<file path="config.mk">
export PLATFORM = sky130hd
export DESIGN_NAME = pp_dma_engine
export DESIGN_NICKNAME = d
export VERILOG_FILES = /design/src/rtl/pp_dma_pkg.sv /design/src/rtl/pp_dma_regs.sv /design/src/rtl/pp_dma_walker.sv /design/src/rtl/pp_dma_pingpong.sv /design/src/rtl/pp_dma_engine.sv
export SDC_FILE = /design/constraint.sdc
export NUM_CORES = 2
export LEC_CHECK = 0
export BUFFER_PORTS_ARGS = -buffer_cell sky130_fd_sc_hd__buf_4
export CORE_MARGIN = 3
export CORE_UTILIZATION = 29
export CTS_CLUSTER_SIZE = 8
export DETAILED_ROUTE_END_ITERATION = 6
export GPL_ROUTABILITY_DRIVEN = 0
export PLACE_DENSITY = 0.4
export SLEW_MARGIN = 20
export SYNTH_ARGS = -nofsm -noshare
export SYNTH_HDL_FRONTEND = slang
export SYNTH_SLANG_ARGS = --single-unit
</file>
<file path="constraint.sdc">
create_clock -name clk -period 11.92 [get_ports clk]
set_input_delay 1.788 -clock clk [delete_from_list [all_inputs] [get_ports clk]]
set_output_delay 1.788 -clock clk [all_outputs]
set_load 0.03 [all_outputs]
</file>
<file path="src/rtl/pp_dma_pkg.sv">
package pp_dma_pkg;

    localparam logic [7:0] OFS_CTRL = 8'h00;
    localparam logic [7:0] OFS_BASE = 8'h04;
    localparam logic [7:0] OFS_STAT = 8'h08;

    localparam int unsigned CTRL_EN_BIT = 0;
    localparam int unsigned CTRL_SG_BIT = 3;
    localparam int unsigned CNT_W       = 14;

    typedef enum logic [3:0] {
        W_IDLE,
        W_D0_REQ,
        W_D0_WAIT,
        W_D1_REQ,
        W_D1_WAIT,
        W_DAT_REQ,
        W_DAT_WAIT,
        W_FLUSH,
        W_DRAIN
    } walk_state_e;

    typedef struct packed {
        logic        link;
        logic [31:0] addr;
    } desc_head_t;

    typedef struct packed {
        logic             last;
        logic [CNT_W-1:0] words;
    } desc_tail_t;

    function automatic logic [31:0] align_word(input logic [31:0] a);
        return {a[31:2], 2'b00};
    endfunction

    function automatic desc_head_t decode_head(input logic [31:0] w, input logic sg);
        desc_head_t h;
        h.link = sg & w[0];
        h.addr = align_word(w);
        return h;
    endfunction

    function automatic desc_tail_t decode_tail(input logic [31:0] w, input logic sg);
        desc_tail_t t;
        t.words = w[CNT_W+1:2];
        t.last  = w[31] | ~sg;
        return t;
    endfunction

endpackage

</file>
<file path="src/rtl/pp_dma_regs.sv">
module pp_dma_regs
    import pp_dma_pkg::*;
#(
    parameter int unsigned BUF_WORDS = 32,
    localparam int unsigned IDX_W    = $clog2(BUF_WORDS)
) (
    input  logic             clk,
    input  logic             rst,
    input  logic             reg_we,
    input  logic [7:0]       reg_addr,
    input  logic [31:0]      reg_wdata,
    output logic [31:0]      reg_rdata,
    input  logic             busy,
    input  logic             done_p,
    input  logic             err_p,
    input  logic [31:0]      buf_rdata,
    output logic             buf_we,
    output logic [IDX_W-1:0] buf_idx,
    output logic [31:0]      buf_wdata,
    output logic             en,
    output logic             sg,
    output logic [31:0]      base,
    output logic             irq
);

    logic done_q, err_q, en_q, sg_q, irq_q;
    logic [31:0] base_q;
    logic in_window;

    assign in_window = reg_addr[7];
    assign buf_idx   = reg_addr[IDX_W+1:2];
    assign buf_wdata = reg_wdata;
    assign buf_we    = reg_we && in_window && !busy;

    always_ff @(posedge clk) begin
        if (rst) begin
            en_q   <= 1'b0;
            sg_q   <= 1'b0;
            base_q <= '0;
            done_q <= 1'b0;
            err_q  <= 1'b0;
            irq_q  <= 1'b0;
        end else begin
            irq_q <= done_p | err_p;
            if (reg_we && !busy && reg_addr == OFS_CTRL) begin
                en_q <= reg_wdata[CTRL_EN_BIT];
                sg_q <= reg_wdata[CTRL_SG_BIT];
            end
            if (reg_we && !busy && reg_addr == OFS_BASE) begin
                base_q <= reg_wdata;
            end
            if (reg_we && reg_addr == OFS_STAT) begin
                if (reg_wdata[0]) done_q <= 1'b0;
                if (reg_wdata[1]) err_q  <= 1'b0;
            end
            if (done_p) done_q <= 1'b1;
            if (err_p)  err_q  <= 1'b1;
            if (done_p || err_p) en_q <= 1'b0;
        end
    end

    always_comb begin
        reg_rdata = '0;
        if (in_window) begin
            reg_rdata = busy ? 32'd0 : buf_rdata;
        end else begin
            case (reg_addr)
                OFS_CTRL: begin
                    reg_rdata[CTRL_EN_BIT] = en_q;
                    reg_rdata[CTRL_SG_BIT] = sg_q;
                end
                OFS_BASE: reg_rdata = base_q;
                OFS_STAT: reg_rdata = {29'd0, busy, err_q, done_q};
                default:  reg_rdata = '0;
            endcase
        end
    end

    assign en   = en_q;
    assign sg   = sg_q;
    assign base = base_q;
    assign irq  = irq_q;

endmodule

</file>
<file path="src/rtl/pp_dma_walker.sv">
module pp_dma_walker
    import pp_dma_pkg::*;
(
    input  logic        clk,
    input  logic        rst,
    input  logic        start,
    input  logic        en,
    input  logic        sg,
    input  logic [31:0] base,
    output logic        mem_req,
    output logic [31:0] mem_addr,
    input  logic        mem_gnt,
    input  logic        mem_rvalid,
    input  logic [31:0] mem_rdata,
    input  logic        mem_err,
    input  logic        fill_ok,
    input  logic        drained,
    output logic        wr_en,
    output logic [31:0] wr_data,
    output logic        flush,
    output logic        busy,
    output logic        done_p,
    output logic        err_p
);

    walk_state_e state_q, state_d;
    logic [31:0] dptr_q, dptr_d, xptr_q, xptr_d;
    logic [CNT_W-1:0] left_q, left_d;
    logic final_q, final_d;
    desc_head_t head;
    desc_tail_t tail;
    logic waiting;

    assign head    = decode_head(mem_rdata, sg);
    assign tail    = decode_tail(mem_rdata, sg);
    assign waiting = (state_q == W_D0_WAIT) || (state_q == W_D1_WAIT) || (state_q == W_DAT_WAIT);
    assign err_p   = waiting && mem_rvalid && mem_err;
    assign wr_en   = (state_q == W_DAT_WAIT) && mem_rvalid && !mem_err;
    assign wr_data = mem_rdata;
    assign flush   = (state_q == W_FLUSH);
    assign busy    = (state_q != W_IDLE);
    assign done_p  = (state_q == W_DRAIN) && drained;

    always_comb begin
        mem_req  = 1'b0;
        mem_addr = dptr_q;
        case (state_q)
            W_D0_REQ:  mem_req = 1'b1;
            W_D1_REQ: begin
                mem_req  = 1'b1;
                mem_addr = dptr_q + 32'd4;
            end
            W_DAT_REQ: begin
                mem_req  = fill_ok;
                mem_addr = xptr_q;
            end
            default: mem_req = 1'b0;
        endcase
    end

    always_comb begin
        state_d = state_q;
        dptr_d  = dptr_q;
        xptr_d  = xptr_q;
        left_d  = left_q;
        final_d = final_q;
        case (state_q)
            W_IDLE: begin
                if (start && en) begin
                    dptr_d  = align_word(base);
                    state_d = W_D0_REQ;
                end
            end
            W_D0_REQ:  if (mem_gnt) state_d = W_D0_WAIT;
            W_D0_WAIT: begin
                if (mem_rvalid) begin
                    if (mem_err) begin
                        state_d = W_IDLE;
                    end else if (head.link) begin
                        dptr_d  = head.addr;
                        state_d = W_D0_REQ;
                    end else begin
                        xptr_d  = head.addr;
                        state_d = W_D1_REQ;
                    end
                end
            end
            W_D1_REQ:  if (mem_gnt) state_d = W_D1_WAIT;
            W_D1_WAIT: begin
                if (mem_rvalid) begin
                    if (mem_err) begin
                        state_d = W_IDLE;
                    end else begin
                        left_d  = tail.words;
                        final_d = tail.last;
                        dptr_d  = dptr_q + 32'd8;
                        if (tail.words == '0) begin
                            state_d = tail.last ? W_FLUSH : W_D0_REQ;
                        end else begin
                            state_d = W_DAT_REQ;
                        end
                    end
                end
            end
            W_DAT_REQ: if (mem_req && mem_gnt) state_d = W_DAT_WAIT;
            W_DAT_WAIT: begin
                if (mem_rvalid) begin
                    if (mem_err) begin
                        state_d = W_IDLE;
                    end else begin
                        xptr_d = xptr_q + 32'd4;
                        left_d = left_q - CNT_W'(1);
                        if (left_q == CNT_W'(1)) begin
                            state_d = final_q ? W_FLUSH : W_D0_REQ;
                        end else begin
                            state_d = W_DAT_REQ;
                        end
                    end
                end
            end
            W_FLUSH: state_d = W_DRAIN;
            W_DRAIN: if (drained) state_d = W_IDLE;
            default: state_d = W_IDLE;
        endcase
    end

    always_ff @(posedge clk) begin
        if (rst) begin
            state_q <= W_IDLE;
            dptr_q  <= '0;
            xptr_q  <= '0;
            left_q  <= '0;
            final_q <= 1'b0;
        end else begin
            state_q <= state_d;
            dptr_q  <= dptr_d;
            xptr_q  <= xptr_d;
            left_q  <= left_d;
            final_q <= final_d;
        end
    end

endmodule

</file>
<file path="src/rtl/pp_dma_pingpong.sv">
module pp_dma_pingpong #(
    parameter int unsigned HALF_WORDS = 16,
    parameter int unsigned DW         = 32,
    localparam int unsigned PTR_W     = $clog2(HALF_WORDS),
    localparam int unsigned LEN_W     = PTR_W + 1,
    localparam int unsigned BUF_WORDS = 2 * HALF_WORDS,
    localparam int unsigned IDX_W     = PTR_W + 1
) (
    input  logic             clk,
    input  logic             rst,
    input  logic             abort,
    input  logic             wr_en,
    input  logic [DW-1:0]    wr_data,
    input  logic             flush,
    output logic             fill_ok,
    output logic             drained,
    output logic             st_valid,
    output logic [DW-1:0]    st_data,
    input  logic             st_ready,
    input  logic             sw_we,
    input  logic [IDX_W-1:0] sw_idx,
    input  logic [DW-1:0]    sw_wdata,
    output logic [DW-1:0]    sw_rdata
);

    logic [DW-1:0] store_q [BUF_WORDS];
    logic             fh_q, dh_q;
    logic [PTR_W-1:0] fp_q, dp_q;
    logic [1:0]       full_w;
    logic [LEN_W-1:0] len_w [2];
    logic             commit, release_h, pop;
    logic [LEN_W-1:0] commit_len;

    assign commit     = (wr_en && fp_q == PTR_W'(HALF_WORDS - 1)) || (flush && fp_q != '0);
    assign commit_len = wr_en ? LEN_W'(HALF_WORDS) : {1'b0, fp_q};
    assign fill_ok    = !full_w[fh_q];
    assign drained    = (full_w == 2'b00);
    assign st_valid   = full_w[dh_q];
    assign st_data    = store_q[{dh_q, dp_q}];
    assign pop        = st_valid && st_ready;
    assign release_h  = pop && ((LEN_W'(dp_q) + LEN_W'(1)) == len_w[dh_q]);
    assign sw_rdata   = store_q[sw_idx];

    for (genvar h = 0; h < 2; h++) begin : g_half
        logic             full_r;
        logic [LEN_W-1:0] len_r;
        always_ff @(posedge clk) begin
            if (rst || abort) begin
                full_r <= 1'b0;
                len_r  <= '0;
            end else if (commit && fh_q == 1'(h)) begin
                full_r <= 1'b1;
                len_r  <= commit_len;
            end else if (release_h && dh_q == 1'(h)) begin
                full_r <= 1'b0;
            end
        end
        assign full_w[h] = full_r;
        assign len_w[h]  = len_r;
    end

    always_ff @(posedge clk) begin
        if (rst || abort) begin
            fh_q <= 1'b0;
            fp_q <= '0;
        end else if (wr_en) begin
            fp_q <= (fp_q == PTR_W'(HALF_WORDS - 1)) ? '0 : fp_q + PTR_W'(1);
            if (commit) fh_q <= ~fh_q;
        end else if (flush) begin
            fp_q <= '0;
            if (commit) fh_q <= ~fh_q;
        end
    end

    always_ff @(posedge clk) begin
        if (rst || abort) begin
            dh_q <= 1'b0;
            dp_q <= '0;
        end else if (release_h) begin
            dh_q <= ~dh_q;
            dp_q <= '0;
        end else if (pop) begin
            dp_q <= dp_q + PTR_W'(1);
        end
    end

    always_ff @(posedge clk) begin
        if (wr_en) begin
            store_q[{fh_q, fp_q}] <= wr_data;
        end else if (sw_we) begin
            store_q[sw_idx] <= sw_wdata;
        end
    end

endmodule

</file>
<file path="src/rtl/pp_dma_engine.sv">
module pp_dma_engine
    import pp_dma_pkg::*;
#(
    parameter int unsigned HALF_WORDS = 16,
    localparam int unsigned BUF_WORDS = 2 * HALF_WORDS,
    localparam int unsigned IDX_W     = $clog2(BUF_WORDS)
) (
    input  logic        clk,
    input  logic        rst,
    input  logic        reg_we,
    input  logic [7:0]  reg_addr,
    input  logic [31:0] reg_wdata,
    output logic [31:0] reg_rdata,
    input  logic        per_start,
    output logic        st_valid,
    output logic [31:0] st_data,
    input  logic        st_ready,
    output logic        mem_req,
    output logic [31:0] mem_addr,
    input  logic        mem_gnt,
    input  logic        mem_rvalid,
    input  logic [31:0] mem_rdata,
    input  logic        mem_err,
    output logic        irq
);

    logic busy, done_p, err_p, ctrl_en, ctrl_sg;
    logic [31:0] tbl_base;
    logic fill_ok, drained, wr_en, flush;
    logic [31:0] wr_data;
    logic buf_we;
    logic [IDX_W-1:0] buf_idx;
    logic [31:0] buf_wdata, buf_rdata;

    pp_dma_regs #(.BUF_WORDS(BUF_WORDS)) u_regs (
        .clk      (clk),
        .rst      (rst),
        .reg_we   (reg_we),
        .reg_addr (reg_addr),
        .reg_wdata(reg_wdata),
        .reg_rdata(reg_rdata),
        .busy     (busy),
        .done_p   (done_p),
        .err_p    (err_p),
        .buf_rdata(buf_rdata),
        .buf_we   (buf_we),
        .buf_idx  (buf_idx),
        .buf_wdata(buf_wdata),
        .en       (ctrl_en),
        .sg       (ctrl_sg),
        .base     (tbl_base),
        .irq      (irq)
    );

    pp_dma_walker u_walker (
        .clk       (clk),
        .rst       (rst),
        .start     (per_start),
        .en        (ctrl_en),
        .sg        (ctrl_sg),
        .base      (tbl_base),
        .mem_req   (mem_req),
        .mem_addr  (mem_addr),
        .mem_gnt   (mem_gnt),
        .mem_rvalid(mem_rvalid),
        .mem_rdata (mem_rdata),
        .mem_err   (mem_err),
        .fill_ok   (fill_ok),
        .drained   (drained),
        .wr_en     (wr_en),
        .wr_data   (wr_data),
        .flush     (flush),
        .busy      (busy),
        .done_p    (done_p),
        .err_p     (err_p)
    );

    pp_dma_pingpong #(.HALF_WORDS(HALF_WORDS), .DW(32)) u_buf (
        .clk     (clk),
        .rst     (rst),
        .abort   (err_p),
        .wr_en   (wr_en),
        .wr_data (wr_data),
        .flush   (flush),
        .fill_ok (fill_ok),
        .drained (drained),
        .st_valid(st_valid),
        .st_data (st_data),
        .st_ready(st_ready),
        .sw_we   (buf_we),
        .sw_idx  (buf_idx),
        .sw_wdata(buf_wdata),
        .sw_rdata(buf_rdata)
    );

endmodule

</file>
==> impl_metrics.csv <==
group,metric,value,unit
placed_design,numPortBuffers,176,
timing,timing_hold_violations_final,0,
timing,finalCritPeriodShare,61.05,%
worst_setup_path,timing.critical_path.cells,"buf_8 > buf_4 > buf_4 > mux4_1 > mux2_2 > a221oi_1 > nor3_1 > a221o_1 > buf_4",
synthesis,synth-async-reset-ratio,0,%
timing,final-setup-viol-count,0,
synthesis,number_of_enable_type_register_cells_in_the_synthesized_netlist,1024,
floorplanning,design.die.area,204200,um^2
routing,first_pass_iters,6,
power,cellInternalPower,7.211,mW
min_path,min-delay-start,"u_regs.base[0]",
clocking,cts_tree,"done",
timing,clock_skew,0.06459,ns
power,power_density,142.8,nW/um^2
worst_setup_path,critical_path_arrival,5.49,ns
clocking,cts-root-buf,"clkbuf_16",
floorplanning,floorplan.initialDensity,29.21,%
worst_setup_path,timing.critical_path.slowest_cell_delay,0.71,ns
placed_design,dp_hpwl,148100,um
synthesis,synth_sequential_area_ratio,58.11,%
power,p_sw_share,24.46,%
worst_setup_path,reg2reg_to,"u_buf.store_q[30][20]",
routing,vias_per_cell,5.803,
timing,worst_pin_slew,1.145,ns
grt,number_of_antenna_violations_at_the_first_check_in_global_routing,16,
clocking,post_cts.resized_instances,0,
synthesis,yosys_register_bits,1162,
routing,routed_wirelength,238800,um
power,leakage,20.37,nW
min_path,worst_hold_path_type,"reg -> reg",
routing,avgRoutedWirePerCell,35.39,um
clocking,cts-buffers-inserted,164,
routing,num_vias,39157,
min_path,whs_path_depth,2,
power,sequential_cell_fraction_of_total_power,47.4,%
synthesis,synth_cells,3899,
worst_setup_path,crit_path_top_delay_cell,"buf_4",
routing,dr.first_iter.drc_count,4155,
run,drv_cap,0,
worst_setup_path,critical_path_peak_fanout,40,
placed_design,dpl_cell_area,62270,um^2
grt,grt.overflow.total,0,
worst_setup_path,timing.setup.critical_path_class,"in -> out",
routing,drt.antenna.violating_nets,0,
synthesis,synth_area_leader_cell,"edfxtp_1",
synthesis,synth.cell_area,57670,um^2
synthesis,synth.lib_cells_used.distinct,95,
grt,first_pass_grt_wire_length,328400,um
timing,worst_slew_margin_rel,23.51,%
floorplanning,coreArea,197400,um^2
floorplanning,die-width,451.9,um
synthesis,yosysWarningCount,0,
grt,first_global_vias,39055,
synthesis,ys_top_cells_by_area,"edfxtp_1 53%, mux4_2 15%, dfxtp_1 4.8%",
status,run_status,"complete, no violations",
finish,design_area,66840,um^2
routing,drt_drc_violations_left,0,
clocking,ctsHtreeMaxLevel,4,
timing,fmax,137.4,MHz
worst_setup_path,cp_common_cell,"buf_4",
finish,syn2layout_area_growth,15.91,%
synthesis,synth_most_common_cell,"edfxtp_1",
finish,post_route_cells_drive_above_1_share,26.13,%
floorplanning,core.rowCount,163,
grt,grt_use_total,22.93,%
clocking,cts.clk_slew.worst_paths,0.05,ns
timing,final_period_minus_worst_setup_slack,7.278,ns
worst_setup_path,worst-r2r-cell-count,8,
synthesis,synth_area_per_cell,14.79,um^2
clocking,cts.sinks,1162,
min_path,holdPathEnd,"u_regs.base[0]",
power,clock_power_share,45.3,%
synthesis,yosys_most_used_dff,"edfxtp_1",
floorplanning,number_of_placed_i_o_pins,179,
worst_setup_path,end_kind,"output pin",
timing,final_max_slew_viol_count,0,
worst_setup_path,required_time_of_the_worst_setup_path,10.13,ns
worst_setup_path,critPathLaunchType,"input port",
power,max-vdd-ir-drop,122.2,uV
synthesis,yosys-top-cells-count,"1024 x edfxtp_1, 383 x mux4_2, 371 x nand2_1, 267 x mux2i_1, 168 x clkbuf_1",
synthesis,post-synth-top-area-fraction,53.32,%
power,net-switching-power,2.335,mW
floorplanning,chipHeight,451.9,um
clocking,number_of_buffers_inserted_by_post_cts_setup_repair,0,
grt,grt_start_max_net_pins,90,
clocking,ctsLongestPathBuffers,3,
finish,fillCellCount,19260,
timing,timing.setup.tns,0,ns
worst_setup_path,reg2reg_slack,7.52,ns
clocking,clock_latency_on_the_worst_skew_pair,0.82,ns
power,comb_power_share,7.3,%
worst_setup_path,regToRegStartpoint,"u_walker.state_q[2]",
clocking,cts_hold_buffers,0,
timing,rsz0062_at_grt,"false",
finish,nets,4155,
[layout make-up]
cell class                 count  area, um^2  area share [%]
clock inverter                16       301.5          0.4511
sequential                  1162       33530           50.17
tap                         2640        3303           4.942
inverter                      27       103.9          0.1554
multi-input combinational   2390       22860           34.20
timing repair buffer         322        2499           3.738
clock buffer                 185        4224           6.320
antenna                        6       15.01         0.02246
[placed cells by master, fill, tap and decap left out, drive strengths merged, types with 25 or more instances in the layout]
cell / count
mux2: 83
nand2: 371
buf: 322
o22ai: 48
mux4: 403
dfxtp: 138
nor2: 112
o31ai: 41
o21ai: 127
inv: 29
a22oi: 32
nor2b: 49
a21oi: 167
a21boi: 34
a31oi: 33
and2: 25
o211ai: 33
edfxtp: 1024
clkbuf: 185
o221ai: 94
nor3: 67
nand3: 56
a211oi: 27
mux2i: 267
a22o: 25
[layer usage]
layer / wire length [um] / vias to the layer above / GRT usage (%)
li1: - / 16260 / -
met1: 104000 / 21155 / 31.62
met2: 114300 / 1451 / 37.60
met3: 13930 / 287 / 3.429
met4: 6582 / 4 / 6.334
met5: 27 / - / 0
[cells by family (layout without fill, tap and decap cells)]
| family | after synthesis | count (layout) | synth area share (%) |
|---|---|---|---|
| XOR/XNOR | 11 | 11 | 0.1909 |
| other | 1 | 8 | 0.006503 |
| AND/OR/NAND/NOR | 823 | 823 | 6.848 |
| AO/OA/AOI/OAI | 792 | 792 | 9.510 |
| multiplexers | 753 | 753 | 22.12 |
| adder cells (fa/ha/maj) | 9 | 9 | 0.1909 |
| buffers and inverters | 348 | 550 | 3.016 |
| flip-flops | 1162 | 1162 | 58.11 |
[worst max-delay path, delay by kind of cell]
family                 cells  cell delay (ns)
AOI/OAI and AO/OA          2             0.84
muxes                      2             0.91
and+or+nand+nor            1             0.18
buffers and inverters      4             1.69
[how the worst max path moves through the flow]
| stage | start | endpoint | depth (start not counted) |
|---|---|---|---|
| 5_1_grt | reg_addr[2] | reg_rdata[1] | 9 |
| 2_1_floorplan | reg_addr[3] | reg_rdata[2] | 7 |
| 4_1_cts | reg_addr[2] | reg_rdata[1] | 9 |
| 3_5_place_dp | reg_addr[2] | reg_rdata[1] | 9 |
| 3_3_place_gp | reg_addr[4] | reg_rdata[19] | 7 |
| 6_report | reg_addr[2] | reg_rdata[1] | 9 |
[stage by stage]
step	setup WS, ns	util (%)	power (mW)	hold WS, ns	std cells
2_1_floorplan	6.073	-	4.976	0.4360	3900
3_3_place_gp	3.966	31.53	5.308	0.4522	6540
3_5_place_dp	4.608	31.54	5.307	0.4594	6541
4_1_cts	4.603	33.83	9.661	0.4670	6742
5_1_grt	4.503	33.85	9.843	0.5048	6742
6_report	4.642	33.86	9.546	0.4666	6748
[registers in the layout, indices dropped and copies added (netlist names), 2 cells and up]
signal,count
u_buf.fp_q,4
u_buf.g_half.full_r,2
u_walker.xptr_q,30
u_regs.base,32
u_walker.dptr_q,30
u_walker.left_q,14
u_buf.store_q,1024
u_buf.g_half.len_r,10
u_walker.state_q,4
u_buf.dp_q,4
[power groups by stage]
stage,Combinational (mW),Clock [mW],Sequential (mW)
floorplan,0.370,0,4.61
global placement,0.701,0,4.61
detailed placement,0.701,0,4.61
CTS,0.702,4.43,4.53
global route,0.732,4.59,4.52
finish,0.694,4.33,4.53
No activity file was read; power rests on OpenSTA's default activity.
